$ cat config.mk
export PLATFORM = sky130hd
export DESIGN_NAME = bus_demux_decoder
export DESIGN_NICKNAME = d
export VERILOG_FILES = /design/src/rtl/bdd_pkg.sv /design/src/rtl/bdd_addr_latch.sv /design/src/rtl/bdd_cmd_gen.sv /design/src/rtl/bdd_addr_decode.sv /design/src/rtl/bdd_data_steer.sv /design/src/rtl/bus_demux_decoder.sv
export SDC_FILE = /design/constraint.sdc
export NUM_CORES = 1
export LEC_CHECK = 0
export CORE_MARGIN = 4
export CORE_UTILIZATION = 47
export DETAILED_ROUTE_END_ITERATION = 8
export DONT_BUFFER_PORTS = 1
export PLACE_DENSITY_LB_ADDON = 0.12
export SKIP_LAST_GASP = 1
export SYNTH_ARGS = -nofsm -noshare
export SYNTH_HDL_FRONTEND = slang
export SYNTH_SLANG_ARGS = --single-unit
$ cat constraint.sdc
create_clock -name clk -period 2.1 [get_ports clk]
set_clock_uncertainty 0.05 [all_clocks]
set_input_delay 0.42 -clock clk [delete_from_list [all_inputs] [get_ports clk]]
set_output_delay 0.42 -clock clk [all_outputs]
set_load 0.005 [all_outputs]
$ cat src/rtl/bdd_pkg.sv
package bdd_pkg;
   typedef struct packed {
      logic mem_rd;
      logic mem_wr;
      logic io_rd;
      logic io_wr;
   } cmd_t;

   typedef struct packed {
      logic rom;
      logic ram;
      logic inp;
      logic outp;
   } sel_t;
endpackage

$ cat src/rtl/bdd_addr_latch.sv
module bdd_addr_latch #(
   parameter int unsigned LO_W = 8
) (
   input  logic            clk,
   input  logic            rst_n,
   input  logic            ale,
   input  logic [LO_W-1:0] ad_in,
   output logic [LO_W-1:0] lo_addr
);
   logic [LO_W-1:0] held_q;

   always_ff @(posedge clk or negedge rst_n) begin
      if (!rst_n)   held_q <= '0;
      else if (ale) held_q <= ad_in;
   end

   // transparent while the strobe is high, held value afterwards
   assign lo_addr = ale ? ad_in : held_q;
endmodule

$ cat src/rtl/bdd_cmd_gen.sv
module bdd_cmd_gen
   import bdd_pkg::*;
(
   input  logic ale,
   input  logic io_m,
   input  logic rd_n,
   input  logic wr_n,
   output cmd_t cmd
);
   logic rd_only, wr_only, live;

   assign live    = !ale;
   assign rd_only = !rd_n &  wr_n;
   assign wr_only =  rd_n & !wr_n;

   always_comb begin
      cmd.mem_rd = live & !io_m & rd_only;
      cmd.mem_wr = live & !io_m & wr_only;
      cmd.io_rd  = live &  io_m & rd_only;
      cmd.io_wr  = live &  io_m & wr_only;
   end
endmodule

$ cat src/rtl/bdd_addr_decode.sv
module bdd_addr_decode
   import bdd_pkg::*;
#(
   parameter int unsigned ADDR_W       = 16,
   parameter int unsigned PORT_W       = 8,
   parameter int unsigned ROM_FIRST    = 'h0000,
   parameter int unsigned ROM_LAST     = 'h1FFF,
   parameter int unsigned RAM_FIRST    = 'h8000,
   parameter int unsigned RAM_LAST     = 'hFFFF,
   parameter int unsigned IN_PORT      = 'h00,
   parameter int unsigned OUT_PORT     = 'h01,
   parameter bit          PORT_FROM_HI = 1'b0
) (
   input  logic [ADDR_W-1:0] addr,
   input  logic              io_m,
   output sel_t              sel
);
   localparam logic [ADDR_W-1:0] ROM_BASE = ADDR_W'(ROM_FIRST);
   localparam logic [ADDR_W-1:0] ROM_SPAN = ADDR_W'(ROM_LAST - ROM_FIRST);
   localparam logic [ADDR_W-1:0] RAM_BASE = ADDR_W'(RAM_FIRST);
   localparam logic [ADDR_W-1:0] RAM_SPAN = ADDR_W'(RAM_LAST - RAM_FIRST);
   localparam logic [PORT_W-1:0] IN_NUM   = PORT_W'(IN_PORT);
   localparam logic [PORT_W-1:0] OUT_NUM  = PORT_W'(OUT_PORT);

   logic [PORT_W-1:0] port_num;
   logic [ADDR_W-1:0] rom_off, ram_off;

   generate
      if (PORT_FROM_HI) begin : g_port_hi
         assign port_num = addr[ADDR_W-1 -: PORT_W];
      end else begin : g_port_lo
         assign port_num = addr[PORT_W-1:0];
      end
   endgenerate

   // offset compare keeps each window check to one subtract and one compare
   assign rom_off = addr - ROM_BASE;
   assign ram_off = addr - RAM_BASE;

   always_comb begin
      sel.rom  = !io_m & (rom_off <= ROM_SPAN);
      sel.ram  = !io_m & (ram_off <= RAM_SPAN);
      sel.inp  =  io_m & (port_num == IN_NUM);
      sel.outp =  io_m & (port_num == OUT_NUM);
   end
endmodule

$ cat src/rtl/bdd_data_steer.sv
module bdd_data_steer
   import bdd_pkg::*;
#(
   parameter int unsigned DATA_W = 8
) (
   input  logic              clk,
   input  logic              rst_n,
   input  cmd_t              cmd,
   input  sel_t              sel,
   input  logic [DATA_W-1:0] ad_in,
   input  logic [DATA_W-1:0] rom_rdata,
   input  logic [DATA_W-1:0] ram_rdata,
   input  logic [DATA_W-1:0] in_port_data,
   output logic [DATA_W-1:0] ad_out,
   output logic              ad_oe,
   output logic [DATA_W-1:0] wdata,
   output logic              wdata_en,
   output logic [DATA_W-1:0] out_port
);
   logic [DATA_W-1:0] rd_mux;
   logic [DATA_W-1:0] port_q, stage_q;
   logic              wr_open_q;

   always_comb begin
      if (sel.rom)      rd_mux = rom_rdata;
      else if (sel.ram) rd_mux = ram_rdata;
      else if (sel.inp) rd_mux = in_port_data;
      else              rd_mux = '0;
   end

   assign ad_oe    = (cmd.mem_rd & (sel.rom | sel.ram)) | (cmd.io_rd & sel.inp);
   assign ad_out   = ad_oe ? rd_mux : '0;
   assign wdata    = ad_in;
   assign wdata_en = cmd.mem_wr | cmd.io_wr;

   // stage data while the port write is open, commit on its release
   always_ff @(posedge clk or negedge rst_n) begin
      if (!rst_n) begin
         port_q    <= '0;
         stage_q   <= '0;
         wr_open_q <= 1'b0;
      end else begin
         wr_open_q <= cmd.io_wr & sel.outp;
         if (cmd.io_wr & sel.outp) stage_q <= ad_in;
         if (wr_open_q & !cmd.io_wr) port_q <= stage_q;
      end
   end

   assign out_port = port_q;
endmodule

$ cat src/rtl/bus_demux_decoder.sv
module bus_demux_decoder
   import bdd_pkg::*;
#(
   parameter int unsigned ADDR_W       = 16,
   parameter int unsigned DATA_W       = 8,
   parameter int unsigned PORT_W       = 8,
   parameter int unsigned ROM_FIRST    = 'h0000,
   parameter int unsigned ROM_LAST     = 'h1FFF,
   parameter int unsigned RAM_FIRST    = 'h8000,
   parameter int unsigned RAM_LAST     = 'hFFFF,
   parameter int unsigned IN_PORT      = 'h00,
   parameter int unsigned OUT_PORT     = 'h01,
   parameter bit          PORT_FROM_HI = 1'b0
) (
   input  logic                     clk,
   input  logic                     rst_n,
   input  logic                     ale,
   input  logic                     io_m,
   input  logic                     rd_n,
   input  logic                     wr_n,
   input  logic [ADDR_W-DATA_W-1:0] addr_hi,
   input  logic [DATA_W-1:0]        ad_in,
   output logic [DATA_W-1:0]        ad_out,
   output logic                     ad_oe,
   output logic [ADDR_W-1:0]        addr,
   output logic                     mem_rd_n,
   output logic                     mem_wr_n,
   output logic                     io_rd_n,
   output logic                     io_wr_n,
   output logic                     rom_sel,
   output logic                     ram_sel,
   output logic                     in_sel,
   output logic                     out_sel,
   input  logic [DATA_W-1:0]        rom_rdata,
   input  logic [DATA_W-1:0]        ram_rdata,
   input  logic [DATA_W-1:0]        in_port_data,
   output logic [DATA_W-1:0]        wdata,
   output logic                     wdata_en,
   output logic [DATA_W-1:0]        out_port
);
   generate
      if (ADDR_W <= DATA_W) begin : g_bad_width
         $error("ADDR_W must exceed DATA_W");
      end
      if (PORT_W > ADDR_W - DATA_W && PORT_FROM_HI) begin : g_bad_port_hi
         $error("PORT_W wider than upper address byte");
      end
      if (PORT_W > DATA_W && !PORT_FROM_HI) begin : g_bad_port_lo
         $error("PORT_W wider than shared byte");
      end
      if (ROM_LAST < ROM_FIRST || RAM_LAST < RAM_FIRST) begin : g_bad_window
         $error("address window ends before it starts");
      end
   endgenerate

   logic [DATA_W-1:0] lo_addr;
   cmd_t              cmd;
   sel_t              sel;

   bdd_addr_latch #(.LO_W(DATA_W)) u_latch (
      .clk(clk), .rst_n(rst_n), .ale(ale), .ad_in(ad_in), .lo_addr(lo_addr)
   );

   assign addr = {addr_hi, lo_addr};

   bdd_cmd_gen u_cmd (
      .ale(ale), .io_m(io_m), .rd_n(rd_n), .wr_n(wr_n), .cmd(cmd)
   );

   bdd_addr_decode #(
      .ADDR_W(ADDR_W), .PORT_W(PORT_W),
      .ROM_FIRST(ROM_FIRST), .ROM_LAST(ROM_LAST),
      .RAM_FIRST(RAM_FIRST), .RAM_LAST(RAM_LAST),
      .IN_PORT(IN_PORT), .OUT_PORT(OUT_PORT), .PORT_FROM_HI(PORT_FROM_HI)
   ) u_dec (
      .addr(addr), .io_m(io_m), .sel(sel)
   );

   bdd_data_steer #(.DATA_W(DATA_W)) u_steer (
      .clk(clk), .rst_n(rst_n), .cmd(cmd), .sel(sel), .ad_in(ad_in),
      .rom_rdata(rom_rdata), .ram_rdata(ram_rdata), .in_port_data(in_port_data),
      .ad_out(ad_out), .ad_oe(ad_oe), .wdata(wdata), .wdata_en(wdata_en),
      .out_port(out_port)
   );

   assign mem_rd_n = ~cmd.mem_rd;
   assign mem_wr_n = ~cmd.mem_wr;
   assign io_rd_n  = ~cmd.io_rd;
   assign io_wr_n  = ~cmd.io_wr;
   assign rom_sel  = sel.rom;
   assign ram_sel  = sel.ram;
   assign in_sel   = sel.inp;
   assign out_sel  = sel.outp;
endmodule

==> metrics.cfg, run 1 <==
[clocking]
cts.path.max_buffers = 2
tritoncts = done
clkSinkCount = 25
clock_insertion_delay_worst_skew_ps = 310
cts_root_buffer = sky130_fd_sc_hd__clkbuf_4
ctsHtreeMaxLevel = 1
clkSlewWorstSetupHoldPaths_ps = 130
cts_buffers = 3

[power]
p_sw_share_pct = 23.50
power_density_mw_per_mm2 = 560.5
p_comb_share_pct = 10.8
netSwitchingPower_uw = 187.0
pwr-share-seq_pct = 63.4
power_report.internal_total_uw = 608.9
pwr-share-clk_pct = 25.8
power.ir.vdd_worst_v = 0.0003843
power.static_leakage_uw = 0.0006299

[global_route]
grt_pass1_wl_um = 4788
vias_in_the_first_global_route = 918
antenna_found_initial = 0
overflow_after_grt = 0
grt_max_degree = 26
global_route.usage.total_pct = 15.29

[setup_path]
path_delay_family = simple AND/OR/NAND/NOR gates
crit_end_element = output port
path_max_fanout = 9
crit_required_ps = 1630
criticalPathCategory = reg -> out
worst_path_largest_cell_delay_ps = 520
critPathLaunchType = register
critPathBufInv = 1
cp.arrival_ps = 1910
critical_path_cell_list = or4_1 > o22ai_2 > nand4bb_1 > buf_6 > a22oi_2
cpMaxStageDelayCell = sky130_fd_sc_hd__or4_1

[timing]
period_minus_slack_ps = 2379
finalHoldViolations = 0
final_critical_path_setup_slack_ps = -278.8
max_slew_margin_pct = 28.33
timing.final.crit_share_pct = 113.3
unrepaired_setup_endpoints_after_global_routing = true
setup_viol_count_final = 11
number_of_max_slew_violations_in_the_final_report = 0
fmax_mhz = 420.4
worst_pin_slew_ps = 1071

[placed_design]
placer_congestion = 0.7786
placed_cells = 136
numPortBuffers = 0
detailedPlace.worstSlack_ps = -68.16
post-dp-hpwl_um = 2441

[floorplanning]
die-width_um = 62.29
top_level_ports = 96
starting_density_pct = 49.80
fp.dieArea_mm2 = 0.003879
core_area_mm2 = 0.002781
number_of_rows_in_the_core_area = 19
die_y_um = 62.29

[logic_synthesis]
synth_cell_type_count = 30
synth_area_in_compound_gates_pct = 10.84
syn_nets = 164
synth.area.top_cells = sky130_fd_sc_hd__dfrtp_1, sky130_fd_sc_hd__mux2_2, sky130_fd_sc_hd__buf_4
number_of_synthesized_register_bits = 25
post-synth-top-count-cell = sky130_fd_sc_hd__dfrtp_1
ys_warn_count = 0
synthTopCellsByCount = sky130_fd_sc_hd__dfrtp_1, sky130_fd_sc_hd__buf_4, sky130_fd_sc_hd__a22oi_1
syn_area_mm2 = 0.001385
post_synthesis_adder_cell_area_fraction_pct = 0
synthXorXnorAreaFrac_pct = 0
synth_async_sr_flop_share_pct = 100.0
synth_simple_gate_area_share_pct = 12.92
combinational_family_with_the_most_area_after_synthesis = multiplexers
per_instance_average_area_after_synthesis_um2 = 11.74
post-synth-top-area-cell = sky130_fd_sc_hd__dfrtp_1
synth_mux_area_share_pct = 19.60
share_of_the_synthesized_area_in_the_top_cell_type_pct = 45.17
ys_dominant_reg_cell = sky130_fd_sc_hd__dfrtp_1
ys_seq_area_share_pct = 45.17
synth-edff-count = 0
synth_cells = 118

[cells_and_area]
antenna_diodes = 0
ratio_of_cells_with_drive_above_1_in_the_final_layout_pct = 35.45
fin_nets = 157
synthToLayoutAreaGrowth_pct = 2.529
finalNonFillerCells = 141
final.fill_count = 234
ff_latch_area_um2 = 625.6
multi_input_combinational_cell_area_um2 = 640.6

[route]
highest-signal-layer = met4
dr.pass1.iters = 4
dr_total_vias = 946
detail_route.wirelength.met1_um = 1224
wl_per_cell_um = 21.89
detailroute.wirelength.met3_um = 338
routed_via_density = 6.709
postRouteWirelength_um = 3087
remaining_drc_errors = 0
antenna_violating_nets_post_route = 0
wl_met2_um = 1486
detailedRoute.firstIterationViolations = 22

[run_status]
run_status = finished, violations left
violations = negative setup slack

[min_path]
worst_hold_path_type = in -> reg

[run]
max_cap_viol_count = 0

## final timing paths
check	slack (ps)	depth (start not counted)	to	start
hold / removal	180	1	u_steer.stage_q[7]$_DFFE_PN0P_	ad_in[7]
hold reg to reg	450	1	u_steer.stage_q[7]$_DFFE_PN0P_	u_steer.stage_q[7]$_DFFE_PN0P_
setup reg to reg	150	5	u_steer.stage_q[3]$_DFFE_PN0P_	u_latch.held_q[6]$_DFF_PN0_
setup / recovery	-280	5	ad_out[7]	u_latch.held_q[6]$_DFF_PN0_
max in group asynchronous	670	1	u_steer.out_port[1]$_DFFE_PN0P_	rst_n
min in group asynchronous	690	1	u_steer.stage_q[6]$_DFFE_PN0P_	rst_n
## through the flow
step / hold slack [ps] / setup TNS (ps) / power (µW) / cell area (µm²) / utilization (%)
5_1_grt: 159.7 / -3721 / 834.8 / 1420 / 51.06
3_3_place_gp: 74.91 / -322.4 / 586.4 / 1340 / 48.18
4_1_cts: 170.2 / -2614 / 808.5 / 1420 / 51.06
6_report: 180.0 / -2520 / 795.9 / 1420 / 51.06
3_5_place_dp: 74.95 / -470.6 / 589.2 / 1340 / 48.18
2_1_floorplan: 74.41 / 0 / 596.8 / 1385 / -
## cells in the final DEF (no fill, tap or decap), types with 2 or more instances in the layout
master	instances
sky130_fd_sc_hd__dfrtp_1	25
sky130_fd_sc_hd__mux2_2	14
sky130_fd_sc_hd__a22oi_1	8
sky130_fd_sc_hd__nand4_1	8
sky130_fd_sc_hd__a22oi_2	8
sky130_fd_sc_hd__mux2_1	8
sky130_fd_sc_hd__buf_4	8
sky130_fd_sc_hd__nand2_1	3
sky130_fd_sc_hd__clkbuf_4	3
sky130_fd_sc_hd__and3_1	2
## routing by layer
metal / track usage [%] / up-vias
met5: 0 / -
met4: 6.101 / 0
met3: 5.946 / 6
met2: 25.52 / 63
met1: 17.43 / 464
li1: - / 413
## logic make-up after synthesis
| kind of cell | Yosys count |
|---|---|
| compound gates | 19 |
| buf+inv | 24 |
| flops | 25 |
| mux | 24 |
| simple gates | 26 |
## state kept, by name, indices dropped and copies added, names as in the netlist
name,count
u_steer.stage_q,8
u_latch.held_q,8
u_steer.wr_open_q,1
u_steer.out_port,8
## final cells by class
| class | instances | share of cell area, % |
|---|---|---|
| flip-flops and latches | 25 | 44.05 |
| multi-input cells | 69 | 45.11 |
| inverters | 2 | 0.5286 |
| well taps | 31 | 2.731 |
| repair buffers | 10 | 5.727 |
| clock buffers | 4 | 1.850 |
## what timing repair did
action	in CTS	in global routing
hold endpoints to repair	25	0
resized for setup	9	0
pin swaps	1	0
hold buffers	1	0
endpoints found under the setup margin	11	11
setup buffers	0	0
gates cloned	0	0
## power by group through the flow
| stage | combinational [µW] | sequential [µW] | clock, µW |
|---|---|---|---|
| after floorplan | 84.3 | 513 | 0 |
| after global placement | 72.6 | 514 | 0 |
| after detailed placement | 74.4 | 515 | 0 |
| after CTS | 87.4 | 505 | 216 |
| after global routing | 95.3 | 508 | 232 |
| final | 85.6 | 505 | 205 |
Note: power is estimated with default switching activity, not from simulation.
==> run 2: changes to the inputs <==
--- a/config.mk
+++ b/config.mk
@@ -5,7 +5,7 @@
 export SDC_FILE = /design/constraint.sdc
 export NUM_CORES = 1
 export LEC_CHECK = 0
-export CORE_MARGIN = 4
+export CORE_MARGIN = 5
 export CORE_UTILIZATION = 47
 export DETAILED_ROUTE_END_ITERATION = 8
 export DONT_BUFFER_PORTS = 1
==> metrics.cfg, run 2 (synthesized netlist as in run 1, its figures left out) <==
[run_status]
run_status = finished, violations left
violations = negative setup slack

[clocking]
cts_root_buffer = sky130_fd_sc_hd__clkbuf_4
cts.path.max_buffers = 2
clkSinkCount = 25
ctsHtreeMaxLevel = 1
cts_buffers = 3
clkSlewWorstSetupHoldPaths_ps = 140
clock_insertion_delay_worst_skew_ps = 320
tritoncts = done
cts_setup_buffers = 0

[cells_and_area]
final_core_utilization_pct = 51.82
layout.cells.most_common = sky130_fd_sc_hd__dfrtp_1
antenna_diodes = 0
synthToLayoutAreaGrowth_pct = 4.065
fin_nets = 156
ratio_of_cells_with_drive_above_1_in_the_final_layout_pct = 36.70
final.fill_count = 242
finalNonFillerCells = 140
finalInstanceArea_mm2 = 0.001441
most-common-layout-cells = sky130_fd_sc_hd__dfrtp_1, sky130_fd_sc_hd__mux2_2

[placed_design]
post-dp-hpwl_um = 2597
numPortBuffers = 0
placed_cells = 135
placer_congestion = 0.7224
place_area_mm2 = 0.001345

[setup_path]
crit_required_ps = 1630
crit_end_element = output port
critPathLaunchType = register
worst_path_largest_cell_delay_ps = 520
worst_setup_path_startpoint = u_latch.held_q[6]$_DFF_PN0_
worst-r2r-setup-slack_ps = 170
path_max_fanout = 9
critical_path_cell_list = or4_4 > o22ai_4 > nand4bb_1 > buf_6 > a22oi_2
cp.arrival_ps = 1900
criticalPathCategory = reg -> out
cpMaxStageDelayCell = sky130_fd_sc_hd__or4_4
worst_r2r_startpoint = u_latch.held_q[6]$_DFF_PN0_

[timing]
unrepaired_setup_endpoints_after_global_routing = true
setup_viol_count_final = 11
max_slew_margin_pct = 27.50
fin_setup_tns_ps = -2354
worst_pin_slew_ps = 1084
period_minus_slack_ps = 2368
final_critical_path_setup_slack_ps = -268.4
finalHoldViolations = 0
timing.final.crit_share_pct = 112.8
number_of_max_slew_violations_in_the_final_report = 0
fmax_mhz = 422.2

[global_route]
overflow_after_grt = 0
vias_in_the_first_global_route = 971
grt_pass1_wl_um = 5147
antenna_found_initial = 0
grt_max_degree = 26
global_route.usage.total_pct = 15.90

[floorplanning]
die_y_um = 64.29
number_of_rows_in_the_core_area = 19
starting_density_pct = 49.80
core_area_mm2 = 0.002781
top_level_ports = 96
fp.dieArea_mm2 = 0.004133
die-width_um = 64.29

[route]
wl_per_cell_um = 23.31
antenna_violating_nets_post_route = 0
routed_via_density = 6.607
dr.pass1.iters = 4
dr_total_vias = 925
postRouteWirelength_um = 3264
remaining_drc_errors = 0
detailedRoute.firstIterationViolations = 34

[power]
p_sw_share_pct = 24.82
power_report.internal_total_uw = 608.3
p_comb_share_pct = 11.0
power.static_leakage_uw = 0.0006310
power_density_mw_per_mm2 = 561.3
power.ir.vdd_worst_v = 0.0004614
pwr-share-clk_pct = 26.5
pwr-share-seq_pct = 62.5
netSwitchingPower_uw = 200.8

[min_path]
worst_hold_path_type = in -> reg
hold_path_startpoint = ad_in[2]

[run]
max_cap_viol_count = 0

[run 2: changes by cell type in the layout (fill, tap and decap cells not counted)]
cell / previous run / this run
sky130_fd_sc_hd__buf_4: 8 / 5
sky130_fd_sc_hd__buf_12: 0 / 1
sky130_fd_sc_hd__buf_6: 1 / 2
sky130_fd_sc_hd__clkbuf_1: 1 / 0
sky130_fd_sc_hd__clkinv_2: 0 / 1
sky130_fd_sc_hd__o22ai_2: 1 / 0
sky130_fd_sc_hd__o22ai_4: 0 / 1
sky130_fd_sc_hd__or4_1: 1 / 0
sky130_fd_sc_hd__or4_4: 0 / 1
[run 2: stage by stage]
stage                     hold slack (ps)  setup WS [ps]  total power (µW)
final                               164.1         -268.4             809.0
after global routing                149.2         -363.5             850.3
after CTS                           158.7         -292.0             814.5
after detailed placement            74.85         -90.19             589.6
after global placement              74.93         -45.90             586.8
after floorplan                     74.41          15.54             596.8
[run 2: worst max-delay path: cells and delay by family (launching register included)]
family                 cells  cell delay [ps]
AOI/OAI and AO/OA          2              360
buffers and inverters      1              170
DFF                        1              400
and+or+nand+nor            2              660
[run 2: routing by layer]
layer | vias to the layer above | wire length (µm) | GRT usage [%]
met3 | 6 | 404 | 5.954
met2 | 69 | 1641 | 26.74
met1 | 438 | 1178 | 18.74
li1 | 412 | - | -
met4 | 0 | 40 | 4.835
met5 | - | 0 | 0
[run 2: final cells by class]
class	count	area, µm²	share of cell area, %
multi-input combinational	69	651.9	45.23
sequential	25	625.6	43.40
timing repair buffer	9	90.09	6.250
tap	31	38.79	2.691
clock buffer	3	22.52	1.563
inverter	2	7.507	0.5208
clock inverter	1	5.005	0.3472
[run 2: final timing paths]
path | to | cells past startpoint
setup reg to reg | u_steer.stage_q[6]$_DFFE_PN0P_ | 5
max in group asynchronous | u_latch.held_q[7]$_DFF_PN0_ | 1
hold / removal | u_steer.stage_q[2]$_DFFE_PN0P_ | 1
min in group asynchronous | u_steer.out_port[4]$_DFFE_PN0P_ | 1
hold reg to reg | u_steer.stage_q[0]$_DFFE_PN0P_ | 1
setup / recovery | ad_out[7] | 5
[run 2: timing repair]
action,CTS,global route
hold buffers,1,0
pin swaps,1,0
gates resized for setup,9,3
endpoints found under the setup margin,11,11
endpoints found under the hold margin,25,0
[run 2: power by group through the flow]
stage	sequential [µW]	clock (µW)	combinational, µW
6_report	506	214	88.7
5_1_grt	509	242	99.5
4_1_cts	505	221	87.8
3_5_place_dp	515	0	74.9
3_3_place_gp	514	0	73.0
2_1_floorplan	513	0	84.3
==> run 3: changes to the inputs <==
--- a/config.mk
+++ b/config.mk
@@ -11,6 +11,7 @@
 export DONT_BUFFER_PORTS = 1
 export PLACE_DENSITY_LB_ADDON = 0.12
 export SKIP_LAST_GASP = 1
+export SLEW_MARGIN = 20
 export SYNTH_ARGS = -nofsm -noshare
 export SYNTH_HDL_FRONTEND = slang
 export SYNTH_SLANG_ARGS = --single-unit
==> metrics.cfg, run 3 (synthesized netlist as in run 1, its figures left out) <==
[global_route]
grt_max_degree = 26
grt_pass1_wl_um = 5147
overflow_after_grt = 0
global_route.usage.total_pct = 15.90
antenna_found_initial = 0
vias_in_the_first_global_route = 971

[setup_path]
critPathLaunchType = register
cpMaxStageDelayCell = sky130_fd_sc_hd__or4_4
critical_path_cell_list = or4_4 > o22ai_4 > nand4bb_1 > buf_6 > a22oi_2
criticalPathCategory = reg -> out
worst-r2r-setup-slack_ps = 170
cp.arrival_ps = 1900
path_delay_family = simple AND/OR/NAND/NOR gates
worstSetupPathDepth = 5
worstReg2RegEnd = u_steer.stage_q[6]$_DFFE_PN0P_
worst_r2r_startpoint = u_latch.held_q[6]$_DFF_PN0_
path_max_fanout = 9
crit_end_element = output port
worst_path_largest_cell_delay_ps = 520
worst_setup_path_startpoint = u_latch.held_q[6]$_DFF_PN0_
crit_required_ps = 1630
endpoint = ad_out[7]
critPathBufInv = 1
rr_worst_depth = 5

[floorplanning]
die_y_um = 64.29
top_level_ports = 96
starting_density_pct = 49.80
number_of_rows_in_the_core_area = 19
core_area_mm2 = 0.002781
die-width_um = 64.29
fp.dieArea_mm2 = 0.004133

[placed_design]
numPortBuffers = 0
post-dp-hpwl_um = 2597
detailedPlace.worstSlack_ps = -90.19
placer_congestion = 0.7224

[timing]
number_of_max_slew_violations_in_the_final_report = 0
final_critical_path_setup_slack_ps = -268.4
period_minus_slack_ps = 2368
setup_viol_count_final = 11
worst_pin_slew_ps = 899.6
timing.final.crit_share_pct = 112.8
unrepaired_setup_endpoints_after_global_routing = true
finalHoldViolations = 0
fmax_mhz = 422.2
max_slew_margin_pct = 39.90

[route]
dr.pass1.iters = 4
detailedRoute.firstIterationViolations = 34
routed_via_density = 6.600
remaining_drc_errors = 0
dr_total_vias = 924
wl_per_cell_um = 23.34
postRouteWirelength_um = 3267
antenna_violating_nets_post_route = 0

[cells_and_area]
final_core_utilization_pct = 51.64
fin_nets = 156
most-common-layout-cells = sky130_fd_sc_hd__dfrtp_1, sky130_fd_sc_hd__mux2_2
layout.cells.most_common = sky130_fd_sc_hd__dfrtp_1
multi_input_combinational_cell_area_um2 = 651.9
synthToLayoutAreaGrowth_pct = 3.704
ff_latch_area_um2 = 625.6
final.fill_count = 242
antenna_diodes = 0
ratio_of_cells_with_drive_above_1_in_the_final_layout_pct = 37.61

[power]
power_density_mw_per_mm2 = 562.9
p_comb_share_pct = 10.9
netSwitchingPower_uw = 200.8
power.static_leakage_uw = 0.0006308
pwr-share-seq_pct = 62.6
p_sw_share_pct = 24.84
power_report.internal_total_uw = 607.7
p_total_uw = 808.5
pwr-share-clk_pct = 26.5
power.ir.vdd_worst_v = 0.0004613

[min_path]
worst_hold_path_type = in -> async

[clocking]
cts_root_buffer = sky130_fd_sc_hd__clkbuf_4
cts_buffers = 3
ctsHtreeMaxLevel = 1
cts.path.max_buffers = 2
tritoncts = done
clock_insertion_delay_worst_skew_ps = 320
clkSlewWorstSetupHoldPaths_ps = 140
clkSinkCount = 25
cts_setup_buffers = 0

[run]
max_cap_viol_count = 0

[run_status]
run_status = finished, violations left
violations = negative setup slack

==> run 3: worst reg2reg max path, delay by kind of cell (launching register included) <==
kind / cells / cell delay (ps)
AO/OA/AOI/OAI: 1 / 140
flip-flops: 1 / 400
buffers and inverters: 1 / 140
AND/OR/NAND/NOR: 2 / 790
multiplexers: 1 / 320
==> run 3: power by group through the flow <==
stage	Clock (µW)	Combinational, µW	Sequential (µW)
floorplan	0	84.3	513
global placement	0	73.0	514
detailed placement	0	74.9	515
CTS	221	87.8	505
global route	242	99.0	508
finish	214	88.2	506
==> run 3: how the worst min path moves through the flow <==
stage	end	slack, ps	start
after floorplan	u_latch.held_q[0]$_DFF_PN0_	70	rst_n
after global placement	u_steer.out_port[4]$_DFFE_PN0P_	70	rst_n
after detailed placement	u_steer.out_port[4]$_DFFE_PN0P_	70	rst_n
after CTS	u_steer.stage_q[0]$_DFFE_PN0P_	160	ad_in[0]
after global routing	u_steer.out_port[2]$_DFFE_PN0P_	30	rst_n
final	u_steer.out_port[4]$_DFFE_PN0P_	3	rst_n
==> run 3: through the flow <==
stage          cells  instance area, µm²  hold WS (ps)  TNS, ps
2_1_floorplan    118                1385         74.41        0
3_3_place_gp     135                1345         74.93   -363.2
3_5_place_dp     135                1345         74.85   -637.9
4_1_cts          140                1426         158.7    -2766
5_1_grt          140                1436         28.78    -3387
6_report         140                1436         2.998    -2354
==> run 3: metal layers <==
layer | global-route usage [%] | vias to the layer above | part of all wire [%] | wire (µm)
met5 | 0 | - | 0 | 0
met4 | 4.835 | 0 | 1.2 | 40
met3 | 5.954 | 6 | 12 | 404
met2 | 26.74 | 69 | 50 | 1643
met1 | 18.74 | 438 | 36 | 1180
li1 | - | 411 | - | -
==> run 3: timing repair <==
item / 4_1_cts / 5_1_grt
endpoints found under the setup margin: 11 / 11
hold buffers: 1 / 0
pin swaps: 1 / 0
resized for setup: 9 / 3
hold endpoints to repair: 25 / 0
==> run 3: cell type report <==
class | instances | share of cell area, %
clock inverters | 1 | 0.3484
inverters | 2 | 0.5226
repair buffers | 9 | 5.923
well taps | 31 | 2.700
clock buffers | 3 | 1.568
flip-flops and latches | 25 | 43.55
multi-input cells | 69 | 45.38
